[config.mk]
export PLATFORM = sky130hd
export DESIGN_NAME = dispatch_stage
export DESIGN_NICKNAME = d
export VERILOG_FILES = /design/src/rtl/dispatch_pkg.sv /design/src/rtl/dispatch_iq.sv /design/src/rtl/dispatch_select.sv /design/src/rtl/dispatch_tags.sv /design/src/rtl/dispatch_stage.sv
export SDC_FILE = /design/constraint.sdc
export NUM_CORES = 1
export LEC_CHECK = 0
export ABC_AREA = 0
export BUFFER_PORTS_ARGS = -buffer_cell sky130_fd_sc_hd__buf_2
export CAP_MARGIN = 10
export CORE_UTILIZATION = 30
export DETAILED_ROUTE_END_ITERATION = 10
export GPL_ROUTABILITY_DRIVEN = 0
export HOLD_SLACK_MARGIN = 0.02
export SYNTH_ARGS = -nofsm -noshare
export SYNTH_HDL_FRONTEND = slang
export SYNTH_SLANG_ARGS = --single-unit
[constraint.sdc]
create_clock -name clk -period 14.3 [get_ports clk]
set_input_delay 0.715 -clock clk [delete_from_list [all_inputs] [get_ports clk]]
set_output_delay 0.715 -clock clk [all_outputs]
set_load 0.05 [all_outputs]
[src/rtl/dispatch_pkg.sv]
package dispatch_pkg;
  localparam int CLS_W = 2;

  typedef enum logic [CLS_W-1:0] {
    CLS_NONE = 2'd0,
    CLS_GP   = 2'd1,
    CLS_FP   = 2'd2,
    CLS_VEC  = 2'd3
  } instr_cls_e;
endpackage

[src/rtl/dispatch_iq.sv]
module dispatch_iq #(
  parameter int DEPTH  = 12,
  parameter int EW     = 18,
  parameter int PUSH_W = 4,
  parameter int POP_W  = 3
) (
  input  logic                             clk,
  input  logic                             rst_n,
  input  logic                             flush,
  input  logic [$clog2(PUSH_W+1)-1:0]      push_n,
  input  logic [PUSH_W*EW-1:0]             push_data,
  input  logic [$clog2(POP_W+1)-1:0]       pop_n,
  output logic [POP_W*EW-1:0]              head_data,
  output logic [POP_W-1:0]                 head_valid,
  output logic                             room_ok
);
  localparam int PTR_W = $clog2(DEPTH);
  localparam int CNT_W = $clog2(DEPTH + 1);
  localparam int PN_W  = $clog2(PUSH_W + 1);

  logic [EW-1:0]    mem [DEPTH];
  logic [PTR_W-1:0] head_q, head_d, tail_q, tail_d;
  logic [CNT_W-1:0] count_q, count_d;
  logic [PN_W-1:0]  push_eff;

  function automatic logic [PTR_W-1:0] wrap_add(input logic [PTR_W-1:0] ptr, input int k);
    int s;
    s = int'(ptr) + k;
    if (s >= DEPTH) s = s - DEPTH;
    return PTR_W'(s);
  endfunction

  assign room_ok = (int'(count_q) + PUSH_W) <= DEPTH;

  always_comb begin
    push_eff = (flush || !room_ok) ? '0 : push_n;
    if (flush) begin
      head_d  = '0;
      tail_d  = '0;
      count_d = '0;
    end else begin
      head_d  = wrap_add(head_q, int'(pop_n));
      tail_d  = wrap_add(tail_q, int'(push_eff));
      count_d = CNT_W'(int'(count_q) + int'(push_eff) - int'(pop_n));
    end
  end

  always_ff @(posedge clk or negedge rst_n) begin
    if (!rst_n) begin
      head_q  <= '0;
      tail_q  <= '0;
      count_q <= '0;
    end else begin
      head_q  <= head_d;
      tail_q  <= tail_d;
      count_q <= count_d;
    end
  end

  always_ff @(posedge clk) begin
    for (int k = 0; k < PUSH_W; k++) begin
      if (k < int'(push_eff)) mem[wrap_add(tail_q, k)] <= push_data[k*EW +: EW];
    end
  end

  always_comb begin
    for (int j = 0; j < POP_W; j++) begin
      head_data[j*EW +: EW] = mem[wrap_add(head_q, j)];
      head_valid[j]         = j < int'(count_q);
    end
  end
endmodule

[src/rtl/dispatch_select.sv]
module dispatch_select
  import dispatch_pkg::*;
#(
  parameter int DISP_W  = 3,
  parameter int GP_LIM  = 3,
  parameter int FP_LIM  = 1,
  parameter int VEC_LIM = 2,
  parameter int GPF_W   = 3,
  parameter int FPF_W   = 2,
  parameter int VECF_W  = 3,
  parameter int CQF_W   = 5
) (
  input  logic                           block,
  input  logic [DISP_W-1:0]              head_valid,
  input  logic [DISP_W*CLS_W-1:0]        head_cls,
  input  logic [GPF_W-1:0]               gp_free,
  input  logic [FPF_W-1:0]               fp_free,
  input  logic [VECF_W-1:0]              vec_free,
  input  logic [CQF_W-1:0]               cq_free,
  output logic [DISP_W-1:0]              take,
  output logic [$clog2(DISP_W+1)-1:0]    n_take
);
  localparam int TAKE_W = $clog2(DISP_W + 1);

  int unsigned gp_u, fp_u, vec_u, all_u;
  logic        go, fits;
  instr_cls_e  cls;

  always_comb begin
    gp_u  = 0;
    fp_u  = 0;
    vec_u = 0;
    all_u = 0;
    go    = !block;
    take  = '0;
    for (int i = 0; i < DISP_W; i++) begin
      cls = instr_cls_e'(head_cls[i*CLS_W +: CLS_W]);
      unique case (cls)
        CLS_GP:  fits = (gp_u < GP_LIM) && (gp_u < 32'(gp_free));
        CLS_FP:  fits = (fp_u < FP_LIM) && (fp_u < 32'(fp_free));
        CLS_VEC: fits = (vec_u < VEC_LIM) && (vec_u < 32'(vec_free));
        default: fits = 1'b1;
      endcase
      take[i] = go && head_valid[i] && fits && (all_u < 32'(cq_free));
      if (take[i]) begin
        all_u = all_u + 1;
        if (cls == CLS_GP)  gp_u  = gp_u + 1;
        if (cls == CLS_FP)  fp_u  = fp_u + 1;
        if (cls == CLS_VEC) vec_u = vec_u + 1;
      end else begin
        go = 1'b0;
      end
    end
    n_take = TAKE_W'(all_u);
  end
endmodule

[src/rtl/dispatch_tags.sv]
module dispatch_tags #(
  parameter int DISP_W = 3,
  parameter int TAG_W  = 4
) (
  input  logic                          clk,
  input  logic                          rst_n,
  input  logic [$clog2(DISP_W+1)-1:0]   n_take,
  output logic [DISP_W*TAG_W-1:0]       tags
);
  logic [TAG_W-1:0] base_q, base_d;

  always_comb begin
    base_d = base_q + TAG_W'(n_take);
    for (int d = 0; d < DISP_W; d++) tags[d*TAG_W +: TAG_W] = base_q + TAG_W'(d);
  end

  always_ff @(posedge clk or negedge rst_n) begin
    if (!rst_n) base_q <= '0;
    else        base_q <= base_d;
  end
endmodule

[src/rtl/dispatch_stage.sv]
module dispatch_stage
  import dispatch_pkg::*;
#(
  parameter int IQ_DEPTH = 12,
  parameter int FETCH_W  = 4,
  parameter int DISP_W   = 3,
  parameter int PW       = 16,
  parameter int GP_LIM   = 3,
  parameter int FP_LIM   = 1,
  parameter int VEC_LIM  = 2,
  parameter int GP_CAP   = 6,
  parameter int FP_CAP   = 2,
  parameter int VEC_CAP  = 4,
  parameter int CQ_DEPTH = 16
) (
  input  logic                                 clk,
  input  logic                                 rst_n,
  input  logic                                 flush,
  input  logic [$clog2(FETCH_W+1)-1:0]         in_count,
  input  logic [FETCH_W*2-1:0]                 in_cls,
  input  logic [FETCH_W*PW-1:0]                in_payload,
  output logic                                 in_ready,
  input  logic [$clog2(GP_CAP+1)-1:0]          gp_free,
  input  logic [$clog2(FP_CAP+1)-1:0]          fp_free,
  input  logic [$clog2(VEC_CAP+1)-1:0]         vec_free,
  input  logic [$clog2(CQ_DEPTH+1)-1:0]        cq_free,
  output logic [DISP_W-1:0]                    disp_valid,
  output logic [DISP_W*2-1:0]                  disp_cls,
  output logic [DISP_W*PW-1:0]                 disp_payload,
  output logic [DISP_W*$clog2(CQ_DEPTH)-1:0]   disp_tag
);
  localparam int EW     = PW + CLS_W;
  localparam int PN_W   = $clog2(FETCH_W + 1);
  localparam int TAKE_W = $clog2(DISP_W + 1);
  localparam int TAG_W  = $clog2(CQ_DEPTH);

  logic [FETCH_W*EW-1:0] push_data;
  logic [PN_W-1:0]       push_n;
  logic [DISP_W*EW-1:0]  head_data;
  logic [DISP_W-1:0]     head_valid;
  logic [DISP_W*CLS_W-1:0] head_cls;
  logic [TAKE_W-1:0]     n_take;

  always_comb begin
    if (flush)                          push_n = '0;
    else if (int'(in_count) > FETCH_W)  push_n = PN_W'(FETCH_W);
    else                                push_n = in_count;
  end

  for (genvar k = 0; k < FETCH_W; k++) begin : g_pack
    assign push_data[k*EW +: EW] = {in_cls[k*CLS_W +: CLS_W], in_payload[k*PW +: PW]};
  end

  for (genvar j = 0; j < DISP_W; j++) begin : g_lane
    assign head_cls[j*CLS_W +: CLS_W] = head_data[j*EW + PW +: CLS_W];
    assign disp_cls[j*CLS_W +: CLS_W] = head_cls[j*CLS_W +: CLS_W];
    assign disp_payload[j*PW +: PW]   = head_data[j*EW +: PW];
  end

  dispatch_iq #(
    .DEPTH (IQ_DEPTH), .EW(EW), .PUSH_W(FETCH_W), .POP_W(DISP_W)
  ) u_iq (
    .clk(clk), .rst_n(rst_n), .flush(flush),
    .push_n(push_n), .push_data(push_data), .pop_n(n_take),
    .head_data(head_data), .head_valid(head_valid), .room_ok(in_ready)
  );

  dispatch_select #(
    .DISP_W(DISP_W), .GP_LIM(GP_LIM), .FP_LIM(FP_LIM), .VEC_LIM(VEC_LIM),
    .GPF_W($clog2(GP_CAP+1)), .FPF_W($clog2(FP_CAP+1)),
    .VECF_W($clog2(VEC_CAP+1)), .CQF_W($clog2(CQ_DEPTH+1))
  ) u_sel (
    .block(flush), .head_valid(head_valid), .head_cls(head_cls),
    .gp_free(gp_free), .fp_free(fp_free), .vec_free(vec_free), .cq_free(cq_free),
    .take(disp_valid), .n_take(n_take)
  );

  dispatch_tags #(.DISP_W(DISP_W), .TAG_W(TAG_W)) u_tags (
    .clk(clk), .rst_n(rst_n), .n_take(n_take), .tags(disp_tag)
  );
endmodule

==> results by group <==
Outcome
  • Status: finished, final reports clean

Timing
  • Final hold violations: 0
  • F_max: 116 MHz
  • Clock skew: ~0.025 ns
  • Period utilization: 0.604
  • RSZ-0062 raised after global routing: no
  • Min Tclk post-route: 8.64 ns
  • WHS: ~0.14 ns
  • Final setup TNS: 0 ns
  • Final Max Slew Viols: 0
  • Final Setup Violations: 0
  • Final WS setup: 5.66 ns
  • Worst Max-Slew Pin Slew: about 1.3 ns
  • Rel. slew slack: 0.126

CTS
  • H-tree Lvls: 1
  • CTS max path bufs: 3
  • Number of gates resized after cts: 0
  • TritonCTS clock tree: built
  • Clk Latency, worst-skew pair: around 0.54 ns
  • Root buffer cell: clkbuf_16
  • Worst-path clk slew: ~0.070 ns
  • CTS buffer count: 23
  • Post-CTS Setup Inserts: 0
  • Sink Count: around 230
  • Hold_buf cts: 0

Layout
  • Post-layout util: 0.341
  • Nets: between 2k and 2.5k
  • Layout cell share with drive strength beyond 1: 0.217
  • Non-Filler Instances: just over 3k
  • Area grow syn2layout: 11.4%
  • Fill count: 6725

Logic synthesis
  • Yosys cell types: 65
  • Multiplexer area fraction after synthesis: 0.317
  • Top-count cell post-synth: nand2_1
  • Synth top area cells: edfxtp_1 (31%), mux4_2 (17%), mux2i_1 (12%)
  • Synthesized Nets: ~2.3k
  • Cell area after synthesis: roughly 21000 µm²
  • Synth Area in Compound Gates: 0.142
  • Sequential element share of the synthesized area: 0.333
  • Yosys warns: 0
  • Post-Synth XOR/XNOR Area: 0.00846
  • Share of the synthesized area in the top cell type: 0.313
  • Avg Cell Area, Syn: between 9 and 10 µm²
  • Asr flop ratio synth: 0.0690
  • Synth Register Bits: 232
  • Synth Area in Simple Gates: 0.121
  • Yosys top cell by area: edfxtp_1
  • Most frequent cells after synthesis: nand2_1 (497), o21ai_0 (470), mux2i_1 (253)
  • Cells after synthesis: between 2k and 2.5k
  • Primary FF master, synth: edfxtp_1
  • Largest family of logic cells by synthesized area: multiplexers
  • Adder-cell area share of the yosys netlist: 0.0302
  • Post-synth EDFFs: roughly 220

Global route
  • Global-route wire length before repair: between 100000 and 150000 µm
  • Overflow after GRT: 0
  • Vias in the first global route: around 16k
  • All-Layer GR Usage: 0.218
  • Largest net degree at the start of global routing: slightly below 60
  • Initial antenna violation count: 38

Placed design
  • Port Buffers: 160
  • Dpl hpwl: approximately 56000 µm
  • Dpl ws: 5.74 ns
  • DP Cell Count: 3050

Pwr
  • Static leakage: roughly 9.1 nW
  • Pwr per Cell Area: ~170 nW/µm²
  • Worst ir drop on vdd: 0.000134 V

Critical path
  • CP dominant cell by count: ha_1
  • Slowest-stage cell, CP: buf_4
  • Startpoint class of the critical path: register
  • Worst Reg-to-Reg Cells: 28
  • Endpoint class of the critical path: register
  • Reg2Reg Setup Slack: 5.66 ns
  • Arr. time, crit path: roughly 9.1 ns
  • Worst r2r dst: u_iq.head_q[3]
  • CP top delay family: compound AO/OA/AOI/OAI gates
  • Worst reg2reg startpoint: u_iq.head_q[0]
  • Worst path bufs/invs: 3
  • Critical Path RT: around 15 ns
  • Worst Path Max Fanout: 57
  • Kind of critical path: reg2reg
  • Slowest stage delay, CP: about 0.79 ns

Drt
  • Post-Route WL: ~80000 µm
  • Vias: between 15k and 20k
  • Avg WL per Cell: ~25 µm
  • Vias per cell: slightly below 6
  • Residual DRC: 0
  • ANT nets after route: 0
  • Initial DRT Pass Iterations: 8
  • Detailed Route Iter0 Violations: 2637

Floorplanning
  • Initial Util: 0.306
  • Die Y: 265 µm
  • Row count: 95
  • Core Area: between 60000 and 70000 µm²
  • Die footprint: between 70000 and 80000 µm²
  • I/O pins: approximately 160
  • Die Width: ~260 µm

Job
  • Max-cap viol count: 0

Hold path
  • HP Class: in2async
through the flow:
step	area [µm²]	total power, mW
finish	23100	4.01
detailed placement	22300	3.39
global route	23000	4.19
global placement	22300	3.32
CTS	23000	4.00
floorplan	20700	2.74
routing by layer:
metal,GRT usage,routed length [µm]
met5,0,184
met3,0.0686,10300
met1,0.305,32300
met2,0.321,33000
met4,0.0648,2470
where the power goes:
part | switching [mW] | internal (mW) | total (mW)
sequential | 0.0976 | 0.901 | 0.998
combinational | 1.55 | 0.841 | 2.39
clock | 0.268 | 0.350 | 0.619
total | 1.92 | 2.09 | 4.01
worst register-to-register path: cells and delay by family (launching register included):
| family | cells | cell delay (ns) |
|---|---|---|
| AOI/OAI and AO/OA | 12 | 3.29 |
| buffers and inverters | 3 | 1.64 |
| xor gates and xnor gates | 1 | 0.22 |
| muxes | 3 | 1.00 |
| and+or+nand+nor | 5 | 1.11 |
| DFF | 1 | 0.40 |
| adders and majority gates | 4 | 0.88 |
state kept, by name, indices dropped and copies added, names as in the netlist:
name and count:
u_iq.mem 216, u_tags.base_q 4, u_iq.tail_q 4, u_iq.count_q 4, u_iq.head_q 4
placed cells by master, fill, tap and decap left out, types with 5 or more instances in the layout:
cell       instances
a211oi_1           7
a21o_1             5
a21oi_1           23
and2_1            11
buf_2            160
buf_4             52
clkbuf_1           5
clkbuf_16         23
dfrtp_1           15
diode_2           20
edfxtp_1         216
fa_1               5
ha_1              41
inv_1             40
mux2_2            34
mux2i_1          253
mux4_2           159
nand2_1          497
nand2b_1           5
nand3_1            9
nor2_1            49
nor2_4             5
nor2b_1           12
nor3_1            13
nor3_2             8
o21ai_0          465
o21ai_2            6
xnor2_1           10
xor2_1            10
worst max-delay path by stage:
stage                   start             end  cells past startpoint
2_1_floorplan  u_iq.head_q[1]  u_iq.head_q[3]                     29
3_5_place_dp   u_iq.head_q[0]  u_iq.head_q[3]                     28
6_report       u_iq.head_q[0]  u_iq.head_q[3]                     28
5_1_grt        u_iq.head_q[0]  u_iq.head_q[3]                     28
3_3_place_gp   u_iq.head_q[0]  u_iq.head_q[3]                     28
4_1_cts        u_iq.head_q[0]  u_iq.head_q[3]                     28
final cells by class:
type | instances | area, µm² | share of cell area
multi-input combinational | 1690 | 12900 | 0.560
timing repair buffer | 213 | 1220 | 0.0528
sequential | 232 | 6890 | 0.299
inverter | 42 | 160 | 0.00694
tap | 873 | 1090 | 0.0473
clock buffer | 28 | 594 | 0.0258
antenna | 20 | 50.0 | 0.00217
clock inverter | 11 | 138 | 0.00597
logic make-up (layout without fill, tap and decap cells):
family	count (synthesis)	after routing
flops	232	232
mux	450	450
buf+inv	255	294
fa+ha+maj	47	47
xor+xnor	20	20
compound gates	547	547
simple gates	626	626
other cells	0	20
Power figures use the tool's default switching activity.
